**src/rtl/sec_timer_pkg.sv**
```systemverilog
package sec_timer_pkg;

  typedef enum logic [1:0] {
    SEL_MODE  = 2'd0,
    SEL_ALARM = 2'd1,
    SEL_VALUE = 2'd2,
    SEL_STAT  = 2'd3
  } reg_sel_e;

  localparam int STAT_W   = 2;
  localparam int ST_ALARM = 0;
  localparam int ST_INCR  = 1;

  // Number of slow-clock cycles per count step for a divider value.
  function automatic int unsigned wrap_period(input int unsigned presc_val,
                                              input int unsigned pre_w);
    return (presc_val == 0) ? (32'd1 << pre_w) : presc_val;
  endfunction

endpackage

```
**src/rtl/sec_timer_prescale.sv**
```systemverilog
module sec_timer_prescale
  import sec_timer_pkg::*;
#(
  parameter int PRE_W = 16
) (
  input  logic             clk,
  input  logic             rst_n,
  input  logic             restart,
  input  logic [PRE_W-1:0] presc,
  output logic             tick
);

  localparam int PC_W = PRE_W + 1;

  logic [PC_W-1:0] pre_q;
  logic [PC_W-1:0] pre_inc;
  logic [PC_W-1:0] period;

  always_comb begin
    period  = PC_W'(wrap_period(32'(presc), PRE_W));
    pre_inc = pre_q + 1'b1;
    tick    = !restart && (pre_inc >= period);
  end

  always_ff @(posedge clk or negedge rst_n) begin
    if (!rst_n)
      pre_q <= '0;
    else if (restart || tick)
      pre_q <= '0;
    else
      pre_q <= pre_inc;
  end


  tick_spacing_chk: assert property (@(posedge clk) disable iff (!rst_n)
    (tick && period > 1) |=> (!tick || presc == PRE_W'(1)));


  restart_phase_chk: assert property (@(posedge clk) disable iff (!rst_n)
    restart |=> (!tick || presc == PRE_W'(1)));

endmodule

```
**src/rtl/sec_timer_count.sv**
```systemverilog
module sec_timer_count #(
  parameter int CNT_W = 32
) (
  input  logic             clk,
  input  logic             rst_n,
  input  logic             restart,
  input  logic             tick,
  input  logic [CNT_W-1:0] alarm,
  output logic [CNT_W-1:0] count,
  output logic             alarm_hit
);

  logic [CNT_W-1:0] cnt_next;

  always_comb begin
    cnt_next  = count + 1'b1;
    alarm_hit = tick && (cnt_next == alarm) && (alarm != '1);
  end

  always_ff @(posedge clk or negedge rst_n) begin
    if (!rst_n)
      count <= '0;
    else if (restart)
      count <= '0;
    else if (tick)
      count <= cnt_next;
  end


  cnt_step_chk: assert property (@(posedge clk) disable iff (!rst_n)
    tick |=> count == $past(count) + 1'b1);


  cnt_hold_chk: assert property (@(posedge clk) disable iff (!rst_n)
    (!tick && !restart) |=> $stable(count));


  restart_zero_chk: assert property (@(posedge clk) disable iff (!rst_n)
    restart |=> count == '0);


  alarm_match_chk: assert property (@(posedge clk) disable iff (!rst_n)
    alarm_hit |=> (count == $past(alarm) && count != '1));

endmodule

```
**src/rtl/sec_timer_regs.sv**
```systemverilog
module sec_timer_regs
  import sec_timer_pkg::*;
#(
  parameter int PRE_W  = 16,
  parameter int CNT_W  = 32,
  parameter int ADDR_W = 4
) (
  input  logic              clk,
  input  logic              rst_n,
  input  logic              wr_en,
  input  logic              rd_en,
  input  logic [ADDR_W-1:0] addr,
  input  logic [CNT_W-1:0]  wdata,
  input  logic [CNT_W-1:0]  count,
  input  logic              tick,
  input  logic              alarm_hit,
  output logic [CNT_W-1:0]  rdata,
  output logic              irq,
  output logic [PRE_W-1:0]  presc,
  output logic [CNT_W-1:0]  alarm,
  output logic              restart
);

  localparam int               RST_BIT   = PRE_W + 2;
  localparam logic [PRE_W-1:0] PRESC_RST = PRE_W'(1) << (PRE_W - 1);

  logic              word_hit;
  reg_sel_e          sel;
  logic              wr_mode;
  logic              wr_alarm;
  logic              stat_clr;
  logic [STAT_W-1:0] stat_set;
  logic [STAT_W-1:0] stat_q;
  logic [STAT_W-1:0] en_q;
  logic [PRE_W-1:0]  presc_q;
  logic [CNT_W-1:0]  alarm_q;
  logic [CNT_W-1:0]  mode_word;
  logic [CNT_W-1:0]  rd_mux;

  always_comb begin
    word_hit = (addr[1:0] == 2'b00) && ((addr >> 4) == '0);
    sel      = reg_sel_e'(addr[3:2]);
    wr_mode  = wr_en && word_hit && (sel == SEL_MODE);
    wr_alarm = wr_en && word_hit && (sel == SEL_ALARM);
    restart  = wr_mode && wdata[RST_BIT];
    stat_clr = rd_en && word_hit && (sel == SEL_STAT);
    stat_set           = '0;
    stat_set[ST_ALARM] = alarm_hit;
    stat_set[ST_INCR]  = tick;
  end

  always_ff @(posedge clk or negedge rst_n) begin
    if (!rst_n) begin
      presc_q <= PRESC_RST;
      en_q    <= '0;
      alarm_q <= '1;
      stat_q  <= '0;
    end else begin
      if (wr_mode) begin
        presc_q <= wdata[PRE_W-1:0];
        en_q    <= wdata[PRE_W +: STAT_W];
      end
      if (wr_alarm)
        alarm_q <= wdata;
      stat_q <= stat_set | (stat_q & ~{STAT_W{stat_clr}});
    end
  end

  always_comb begin
    mode_word                  = '0;
    mode_word[PRE_W-1:0]       = presc_q;
    mode_word[PRE_W +: STAT_W] = en_q;
    case (sel)
      SEL_MODE:  rd_mux = mode_word;
      SEL_ALARM: rd_mux = alarm_q;
      SEL_VALUE: rd_mux = count;
      SEL_STAT:  rd_mux = CNT_W'(stat_q);
      default:   rd_mux = '0;
    endcase
    rdata = (rd_en && word_hit) ? rd_mux : '0;
    irq   = |(stat_q & en_q);
    presc = presc_q;
    alarm = alarm_q;
  end


  set_wins_chk: assert property (@(posedge clk) disable iff (!rst_n)
    (stat_clr && tick) |=> stat_q[ST_INCR]);


  rd_clear_chk: assert property (@(posedge clk) disable iff (!rst_n)
    (stat_clr && !tick && !alarm_hit) |=> stat_q == '0);


  incr_cause_chk: assert property (@(posedge clk) disable iff (!rst_n)
    $rose(stat_q[ST_INCR]) |-> $past(tick));


  irq_cause_chk: assert property (@(posedge clk) disable iff (!rst_n)
    $rose(irq) |-> $past(tick || alarm_hit || wr_mode));


  restart_rd0_chk: assert property (@(posedge clk) disable iff (!rst_n)
    $past(restart) |-> !mode_word[RST_BIT]);

endmodule

```
**src/rtl/sec_timer.sv**
```systemverilog
module sec_timer #(
  parameter int PRE_W  = 16,
  parameter int CNT_W  = 32,
  parameter int ADDR_W = 4
) (
  input  logic              clk,
  input  logic              rst_n,
  input  logic              wr_en,
  input  logic              rd_en,
  input  logic [ADDR_W-1:0] addr,
  input  logic [CNT_W-1:0]  wdata,
  output logic [CNT_W-1:0]  rdata,
  output logic              irq
);

  logic             tick;
  logic             alarm_hit;
  logic             restart;
  logic [PRE_W-1:0] presc;
  logic [CNT_W-1:0] alarm;
  logic [CNT_W-1:0] count;

  sec_timer_regs #(.PRE_W(PRE_W), .CNT_W(CNT_W), .ADDR_W(ADDR_W)) u_regs (
    .clk       (clk),
    .rst_n     (rst_n),
    .wr_en     (wr_en),
    .rd_en     (rd_en),
    .addr      (addr),
    .wdata     (wdata),
    .count     (count),
    .tick      (tick),
    .alarm_hit (alarm_hit),
    .rdata     (rdata),
    .irq       (irq),
    .presc     (presc),
    .alarm     (alarm),
    .restart   (restart)
  );

  sec_timer_prescale #(.PRE_W(PRE_W)) u_prescale (
    .clk     (clk),
    .rst_n   (rst_n),
    .restart (restart),
    .presc   (presc),
    .tick    (tick)
  );

  sec_timer_count #(.CNT_W(CNT_W)) u_count (
    .clk       (clk),
    .rst_n     (rst_n),
    .restart   (restart),
    .tick      (tick),
    .alarm     (alarm),
    .count     (count),
    .alarm_hit (alarm_hit)
  );

endmodule

```
**config.mk**
```make
export PLATFORM = sky130hd
export DESIGN_NAME = sec_timer
export DESIGN_NICKNAME = d
export VERILOG_FILES = /design/src/rtl/sec_timer_pkg.sv /design/src/rtl/sec_timer_prescale.sv /design/src/rtl/sec_timer_count.sv /design/src/rtl/sec_timer_regs.sv /design/src/rtl/sec_timer.sv
export SDC_FILE = /design/constraint.sdc
export NUM_CORES = 1
export LEC_CHECK = 0
export ABC_CLOCK_PERIOD_IN_PS = 5400
export CAP_MARGIN = 20
export CORE_AREA = 2 2 160 131
export CTS_BUF_LIST = sky130_fd_sc_hd__clkbuf_4
export DETAILED_ROUTE_END_ITERATION = 6
export DIE_AREA = 0 0 162 133
export PLACE_DENSITY = 0.57
export SYNTH_ARGS = -nofsm -noshare
export SYNTH_HDL_FRONTEND = slang
export SYNTH_SLANG_ARGS = --single-unit
```
**constraint.sdc**
```tcl
create_clock -name clk -period 5.4 [get_ports clk]
set_clock_uncertainty 0.05 [all_clocks]
set_input_delay 1.08 -clock clk [delete_from_list [all_inputs] [get_ports clk]]
set_output_delay 1.08 -clock clk [all_outputs]
set_load 0.01 [all_outputs]
```
==> flow_summary.ini, run 1 <==
[yosys]
syn_inst = 766
ys_warn_count = 0
synth_cell_types = 65
synth_nets = 825
netlist_area_mm2 = 0.00684
ys_seq_area_share_pct = 37.5
synth_top_flop_cell = dfrtp_1
ys_seq_elements = 101
synthArstFlopShare_pct = 100
synth-edff-count = 0
syn_area_per_cell_um2 = 8.93

[pwr]
p_switching_mw = 1.00
pwr-share-comb_pct = 32.7
p_clk_share_pct = 16.2
power.density_mw_per_mm2 = 315
seqPwrFrac_pct = 51.1
vdd_drop_max_mv = 0.147
p_sw_share_pct = 40.3
p_leak_nw = 3.14
p_int_mw = 1.49

[worst_hold_path]
hold_end = u_regs.stat_q[1]
whs_path_depth = 2
hp-start = u_regs.stat_q[1]
hold_class = reg2reg

[clock_tree]
cts_hold_buf = 0
cts_setup_buffers = 0
cts_buffer_depth = 2
ctsResizeCount = 0
root_buffer = clkbuf_4
cts_buffers = 9
clock_latency_ns = 0.51
clkSinkCount = 101
cts.clk_slew.worst_paths_ns = 0.17
htree_levels = 3
cts_tree = built

[global_routing]
grt_usage_pct = 19.5
grt_max_degree = 58
grt_overflow = 0
grt_pass1_vias = 5584
grt_antenna_before_repair = 1
grt_pass1_wl_mm = 32.7

[routing]
final_antenna_net_count = 0
wirelength_mm = 20.5
wl_per_cell_um = 18.9
first_pass_iters = 5
route.detailed.drc = 0
via_count = 5872
routed_via_density = 5.43
drt_iter0_drc = 539

[critical_path]
regToRegSetupSlack_ns = 1.23
cp_max_fo = 14
arrival_ns = 3.25
worstSetupPathType = in2out
timing.rr.start = u_prescale.pre_q[2]
cp-start-kind = primary input
r2r_end = u_count.count[30]
endpoint_kind = output pin
reg2reg_depth = 11
critPathRequiredTime_ns = 4.27

[timing]
worstMarginPinSlew_ns = 0.967
hold_viol = 0
max_freq_mhz = 228
finalSetupViolCount = 0
slew_headroom_pct = 34.9
slew_viol_final = 0
fin_setup_tns_ns = 0
fin_crit_ns = 4.38
layout_worst_path_cycle_share_pct = 81.2
rsz0062_at_grt = false

[job]
cap_violations = 0

[layout]
design_area_mm2 = 0.00791
area_delta_synth_final_pct = 15.6
regArea_mm2 = 0.00257
mostFrequentLayoutCells = 87 x nor2_1, 71 x clkdlybuf4s50_1, 68 x dfrtp_1, 51 x nand2_1, 43 x o21ai_0
fin_nets = 865
multi_input_area_mm2 = 0.00398
drive_gt1_share_pct = 14.4
fill_cells = 2076
final_common_cell = nor2_1

[outcome]
status = complete, no violations

[placement]
place_congestion = 0.892
io_buffers = 72
placed_area_mm2 = 0.00778
post-dp-hpwl_mm = 15.1

[floorplanning]
design.core.area_mm2 = 0.0201
rows = 47
die_w_um = 162
fp.dieH_um = 133
dieArea_mm2 = 0.0215
start_util_pct = 34.0
io_pins = 73
## cells in the mapped netlist (7+ instances only)
cell type  number  share of area [%]
dfrtp_1        68                 25
a21o_1          7               0.77
nor4_1         18                1.6
a22oi_1        14                1.5
a21oi_1        39                2.9
nor2_1         87                4.8
nand4_1        27                2.5
nand2_1        51                2.8
xnor2_1        34                4.4
ha_1           19                3.5
o21ai_0        43                3.1
inv_1          22                1.2
nand3_1        18                1.3
nor2b_1        17                1.6
and3_1         23                2.1
nor3_1         11               0.80
mux2_2         35                5.8
o21bai_1        7               0.77
dfstp_2        33                 13
mux2i_1        18                2.6
clkbuf_1       45                2.5
xor2_1         33                4.2
## worst max-delay path, cell delays in order
cell	delay (ns)
clkdlybuf4s50_1	0.82
buf_4	0.38
mux2i_1	0.22
nor2_1	0.05
a21oi_1	0.15
nor2_1	0.05
clkdlybuf4s50_1	0.49
## logic make-up (layout without fill, tap and decap cells)
| group | Yosys count | after routing | synth area share (%) |
|---|---|---|---|
| compound gates | 150 | 150 | 13.8 |
| xor+xnor | 67 | 67 | 8.58 |
| fa+ha+maj | 19 | 19 | 3.47 |
| flops | 101 | 101 | 37.5 |
| simple gates | 296 | 296 | 22.8 |
| mux | 55 | 55 | 9.05 |
| other cells | 0 | 1 | 0 |
| buf+inv | 78 | 123 | 4.68 |
## power groups by stage
stage	Combinational, mW	Sequential, mW	Clock (mW)
floorplan	0.680	1.11	0
global placement	0.800	1.28	0
detailed placement	0.807	1.28	0
CTS	0.811	1.27	0.419
global route	0.911	1.30	0.451
finish	0.813	1.27	0.404
## flip-flops by register name, summed over array words and instances, names as in the netlist
name	cells
u_regs.stat_q	2
u_prescale.pre_q	17
u_count.count	32
u_regs.en_q	2
u_regs.presc	16
u_regs.alarm	32
## area by class of cell
| type | count | area share (%) |
|---|---|---|
| Antenna cell | 1 | 0.0316 |
| Timing Repair Buffer | 85 | 10.3 |
| Clock buffer | 10 | 0.949 |
| Clock inverter | 6 | 0.664 |
| Inverter | 22 | 1.04 |
| Tap cell | 269 | 4.26 |
| Sequential cell | 101 | 32.5 |
| Multi-Input combinational cell | 587 | 50.3 |
## routing by layer
layer  vias up  GRT usage [%]  routed length, um
li1       2821              -                  -
met1      2865           30.1              10300
met2       172           27.9               8710
met3        14           4.42               1220
met4         0           3.79                221
met5         -              0                  0
## worst max path at each step
stage	endpoint	depth (start not counted)	startpoint
after floorplan	rdata[10]	7	addr[2]
after detailed placement	rdata[3]	7	addr[2]
after global placement	rdata[3]	7	addr[2]
after global routing	rdata[15]	7	addr[2]
final	rdata[4]	7	addr[2]
after CTS	rdata[4]	7	addr[2]
## metrics by stage
| stage | power (mW) | std cells | hold WS (ns) | utilization, % | setup slack [ns] |
|---|---|---|---|---|---|
| floorplan | 1.79 | 766 | 0.416 | - | 1.63 |
| global placement | 2.08 | 1064 | 0.451 | 38.7 | 1.05 |
| detailed placement | 2.08 | 1064 | 0.470 | 38.7 | 1.00 |
| CTS | 2.50 | 1080 | 0.502 | 39.3 | 1.00 |
| global route | 2.67 | 1081 | 0.531 | 39.3 | 0.828 |
| finish | 2.49 | 1081 | 0.496 | 39.3 | 1.02 |
Power figures use the tool's default switching activity.
==> inputs of run 2 (changes only) <==
--- a/config.mk
+++ b/config.mk
@@ -5,13 +5,13 @@
 export SDC_FILE = /design/constraint.sdc
 export NUM_CORES = 1
 export LEC_CHECK = 0
-export ABC_CLOCK_PERIOD_IN_PS = 5400
+export ABC_CLOCK_PERIOD_IN_PS = 3750
 export CAP_MARGIN = 20
 export CORE_AREA = 2 2 160 131
 export CTS_BUF_LIST = sky130_fd_sc_hd__clkbuf_4
 export DETAILED_ROUTE_END_ITERATION = 6
 export DIE_AREA = 0 0 162 133
-export PLACE_DENSITY = 0.57
+export PLACE_DENSITY = 0.59
 export SYNTH_ARGS = -nofsm -noshare
 export SYNTH_HDL_FRONTEND = slang
 export SYNTH_SLANG_ARGS = --single-unit
==> constraint.sdc (replaced) <==
create_clock -name clk -period 3.75 [get_ports clk]
set_clock_uncertainty 0.05 [all_clocks]
set_input_delay 0.75 -clock clk [delete_from_list [all_inputs] [get_ports clk]]
set_output_delay 0.75 -clock clk [all_outputs]
set_load 0.01 [all_outputs]
==> run 2 against run 1 <==
  * Power is 48% higher
  * Worst setup slack worse by 0.79 ns
  * Sequential power is 41% higher
  * Sequential share of layout area shrank 0.80 points
  * Die area unchanged
  * Final cell count rose by 1.7%
  * Sequential cell count unchanged
  * Clock power increased by 57%
  * Register-to-register slack lost 0.91 ns
  * Non-clock buffer count rose by 18
  * Highest routed layer unchanged
==> flow_summary.ini, run 2 (synthesis gave the netlist of run 1 again) <==
[layout]
design_area_mm2 = 0.00811
area_delta_synth_final_pct = 18.5
fill_cells = 2052
fin_nets = 883
mostFrequentLayoutCells = 86 x nor2_1, 71 x clkdlybuf4s50_1, 68 x dfrtp_1, 51 x nand2_1, 43 x o21ai_0
final_common_cell = nor2_1
drive_gt1_share_pct = 16.5

[timing]
slew_viol_final = 0
max_freq_mhz = 284
fin_crit_ns = 3.53
worst_slack_ns = 0.224
slew_headroom_pct = 52.7
rsz0062_at_grt = false
layout_worst_path_cycle_share_pct = 94.0
hold_viol = 0
fin_setup_tns_ns = 0
worstMarginPinSlew_ns = 0.702
finalSetupViolCount = 0

[clock_tree]
cts_tree = built
clock_latency_ns = 0.51
cts_buffer_depth = 2
cts_setup_buffers = 0
cts_hold_buf = 0
cts.clk_slew.worst_paths_ns = 0.17
cts_buffers = 9
root_buffer = clkbuf_4
htree_levels = 3
clkSinkCount = 101
ctsResizeCount = 0

[floorplanning]
start_util_pct = 34.0
die_w_um = 162
dieArea_mm2 = 0.0215
rows = 47
fp.dieH_um = 133
io_pins = 73
design.core.area_mm2 = 0.0201

[critical_path]
cp_max_fo = 17
arrival_ns = 2.73
endpoint_kind = output pin
worstSetupPathType = in2out
critPathRequiredTime_ns = 2.95
cp-start-kind = primary input

[routing]
wirelength_mm = 20.3
routed_via_density = 5.43
drt_iter0_drc = 490
first_pass_iters = 5
via_count = 5967
route.detailed.drc = 0
final_antenna_net_count = 0
wl_per_cell_um = 18.5

[placement]
placed_area_mm2 = 0.00795
preCtsSetupSlack_ns = 0.205
post-dp-hpwl_mm = 15.3
place_congestion = 0.906
io_buffers = 72

[outcome]
status = complete, no violations

[global_routing]
grt_pass1_vias = 5699
grt_max_degree = 54
grt_pass1_wl_mm = 32.8
grt_usage_pct = 19.5
grt_overflow = 0
grt_antenna_before_repair = 1

[pwr]
power.density_mw_per_mm2 = 454
design_power_total_mw = 3.68
vdd_drop_max_mv = 0.252
p_leak_nw = 3.25

[worst_hold_path]
hold_class = in2async

[job]
cap_violations = 0
## run 2: power breakdown
group	switching, mW	leakage, nW	internal (mW)
combinational	0.645	1.99	0.619
clock	0.422	0.0788	0.212
sequential	0.389	1.18	1.40
## run 2: worst paths after layout
| check | start | end | slack (ns) | cells after the start |
|---|---|---|---|---|
| hold reg to reg | u_prescale.pre_q[0] | u_prescale.pre_q[0] | 0.49 | 1 |
| max in group asynchronous | rst_n | u_regs.alarm[30] | 2.67 | 2 |
| setup / recovery | addr[2] | rdata[4] | 0.22 | 7 |
| hold / removal | rst_n | u_prescale.pre_q[12] | 0.17 | 1 |
| setup reg to reg | u_prescale.pre_q[2] | u_regs.stat_q[0] | 0.32 | 13 |
| min in group clk | u_prescale.pre_q[0] | u_prescale.pre_q[0] | 0.49 | 1 |
## run 2: layout make-up
class                      instances  area [um^2]  area share (%)
timing repair buffer             103          992            12.2
antenna                            1         2.50          0.0309
tap                              269          337            4.15
sequential                       101         2570            31.7
clock inverter                     7         80.1           0.988
inverter                          22         82.6            1.02
clock buffer                       9         67.6           0.833
multi-input combinational        587         3980            49.1
## run 2: critical path: stages
cell             delay [ns]
clkdlybuf4s50_1        0.73
buf_12                 0.23
mux2i_1                0.21
nor2_1                 0.05
a21oi_1                0.17
nor2_1                 0.06
clkdlybuf4s50_1        0.50
## run 2: through the flow
step	cells	utilization (%)	hold WS (ns)
after floorplan	766	-	0.404
after global placement	1082	39.5	0.452
after detailed placement	1082	39.5	0.472
after CTS	1098	40.3	0.178
after global routing	1099	40.3	0.193
final	1099	40.3	0.175
## run 2: routing by layer
layer / global-route usage (%) / wire [um] / vias to the layer above
met1: 29.1 / 10100 / 2902
met5: 0 / 0 / -
li1: - / - / 2863
met2: 28.7 / 8850 / 182
met4: 3.79 / 203 / 0
met3: 4.45 / 1170 / 20
==> inputs of run 3 (changes only) <==
--- a/config.mk
+++ b/config.mk
@@ -5,13 +5,13 @@
 export SDC_FILE = /design/constraint.sdc
 export NUM_CORES = 1
 export LEC_CHECK = 0
-export ABC_CLOCK_PERIOD_IN_PS = 3750
-export CAP_MARGIN = 20
+export ABC_CLOCK_PERIOD_IN_PS = 3400
 export CORE_AREA = 2 2 160 131
 export CTS_BUF_LIST = sky130_fd_sc_hd__clkbuf_4
+export CTS_CLUSTER_SIZE = 40
 export DETAILED_ROUTE_END_ITERATION = 6
 export DIE_AREA = 0 0 162 133
-export PLACE_DENSITY = 0.59
+export PLACE_DENSITY = 0.57
 export SYNTH_ARGS = -nofsm -noshare
 export SYNTH_HDL_FRONTEND = slang
 export SYNTH_SLANG_ARGS = --single-unit
==> constraint.sdc (replaced) <==
create_clock -name clk -period 3.4 [get_ports clk]
set_clock_uncertainty 0.05 [all_clocks]
set_input_delay 0.68 -clock clk [delete_from_list [all_inputs] [get_ports clk]]
set_output_delay 0.68 -clock clk [all_outputs]
set_load 0.01 [all_outputs]
==> run 3 against run 2 <==
  * Count of clock-buffer cells in the layout is the same
  * Worst setup slack got worse by 0.19 ns
  * Power is 17% higher
  * Final cell count increased by 4.3%
  * Core utilization up 3.3 points
  * Design area rose by 8.1%
  * Critical path type is now reg2reg
==> flow_summary.ini, run 3 (synthesis gave the netlist of run 1 again) <==
[outcome]
status = complete, no violations

[layout]
drive_gt1_share_pct = 24.5
finish.utilization_pct = 43.6
layoutNonFillerInstCount = 1146
fin_nets = 930
design_area_mm2 = 0.00876
final_common_cell = nor2_1
area_delta_synth_final_pct = 28.1
mostFrequentLayoutCells = 85 x nor2_1, 70 x clkdlybuf4s50_1, 70 x buf_4, 67 x dfrtp_1, 46 x nand2_1

[clock_tree]
cts_tree = built
cts_buffer_depth = 2
cts_hold_buf = 0
root_buffer = clkbuf_4
clkSinkCount = 101
htree_levels = 3
cts_buffers = 9
clock_latency_ns = 0.52
cts.clk_slew.worst_paths_ns = 0.19

[pwr]
vdd_drop_max_mv = 0.229
power.density_mw_per_mm2 = 493
p_leak_nw = 3.59
design_power_total_mw = 4.32

[routing]
via_count = 6198
route.detailed.drc = 0
final_antenna_net_count = 0
routed_via_density = 5.41
wirelength_mm = 21.2
drt_iter0_drc = 533
first_pass_iters = 5
wl_per_cell_um = 18.5

[placement]
dp.cells = 1114
preCtsSetupSlack_ns = 0.0528
place_congestion = 0.903
post-dp-hpwl_mm = 15.7
io_buffers = 72
placed_area_mm2 = 0.00820

[timing]
hold_viol = 0
slew_viol_final = 0
fin_crit_ns = 3.37
worst_slack_ns = 0.0310
finalSetupViolCount = 0
layout_worst_path_cycle_share_pct = 99.1
worstMarginPinSlew_ns = 0.631
slew_headroom_pct = 57.6
rsz0062_at_grt = true
max_freq_mhz = 297

[critical_path]
arrival_ns = 3.78
r2r_end = u_count.count[30]
worstSetupPathType = reg2reg
cp_slowest_stage_delay_ns = 0.51
cp-start-kind = flip-flop
regToRegSetupSlack_ns = 0.03
cp_max_fo = 6
critPathRequiredTime_ns = 3.81
cp-startpoint = u_prescale.pre_q[4]
path_cells = nand3_4 -> nor2_4 -> nand2_2 -> nor2_1 -> buf_4 -> nand2_4 -> xnor2_2 -> ha_1 -> nand4_1 -> nor4_2 -> o211ai_1 -> o211ai_1 -> nor2_4 -> buf_12 -> or4_4 -> a21oi_2
endpoint_kind = flip-flop
timing.rr.start = u_prescale.pre_q[4]
crit_slowest_cell = or4_4
reg2reg_depth = 16

[job]
cap_violations = 0

[floorplanning]
dieArea_mm2 = 0.0215
rows = 47
start_util_pct = 34.0
io_pins = 73
die_w_um = 162
design.core.area_mm2 = 0.0201
fp.dieH_um = 133

[global_routing]
grt_overflow = 0
grt_pass1_wl_mm = 33.4
grt_pass1_vias = 5962
grt_antenna_before_repair = 1
grt_usage_pct = 19.8
grt_max_degree = 59

[worst_hold_path]
hold_class = in2async
## run 3: final cells by class
class	instances	area (um^2)
multi-input cells	587	4200
inverters	22	82.6
clock inverters	7	93.8
fillers	1991	11300
clock buffers	9	67.6
well taps	269	337
diodes	1	2.50
repair buffers	150	1410
flip-flops and latches	101	2570
## run 3: critical path, delay by kind of cell (launching register included)
kind	cells	cell delay, ns
simple gates	9	1.49
compound gates	3	0.51
flops	1	0.47
buf+inv	2	0.33
fa+ha+maj	1	0.31
xor+xnor	1	0.14
## run 3: worst max path at each step
| stage | endpoint | slack, ns |
|---|---|---|
| after floorplan | u_count.count[14] | 0.29 |
| after global placement | rdata[0] | 0.08 |
| after detailed placement | u_count.count[30] | 0.05 |
| after CTS | u_count.count[30] | 0.03 |
| after global routing | u_count.count[30] | -0.13 |
| final | u_count.count[30] | 0.03 |
## run 3: through the flow
step,TNS (ns),hold WS [ns]
final,0,0.0745
after global routing,-1.35,0.0886
after CTS,0,0.0861
after detailed placement,0,0.477
after global placement,0,0.482
after floorplan,0,0.334
## run 3: timing repair
action | 4_1_cts | 5_1_grt
gates resized for setup | 1 | 51
setup buffers | 0 | 14
gates cloned | 0 | 1
endpoints found under the setup margin | 3 | 62
pin swaps | 0 | 32
endpoints found under the hold margin | 0 | 0
## run 3: power breakdown
group	leakage, nW	switching (mW)	total (mW)	internal, mW
registers	1.18	0.409	1.95	1.54
clock network	0.0833	0.496	0.740	0.244
logic	2.33	0.820	1.63	0.808
## run 3: per-layer routing
layer  up-vias  global-route usage [%]  part of all wire, %
li1       2953                       -                    -
met1      3054                    30.2                   50
met2       169                    28.9                   43
met3        22                    4.23                  5.4
met4         0                    3.49                 0.96
met5         -                       0                    0
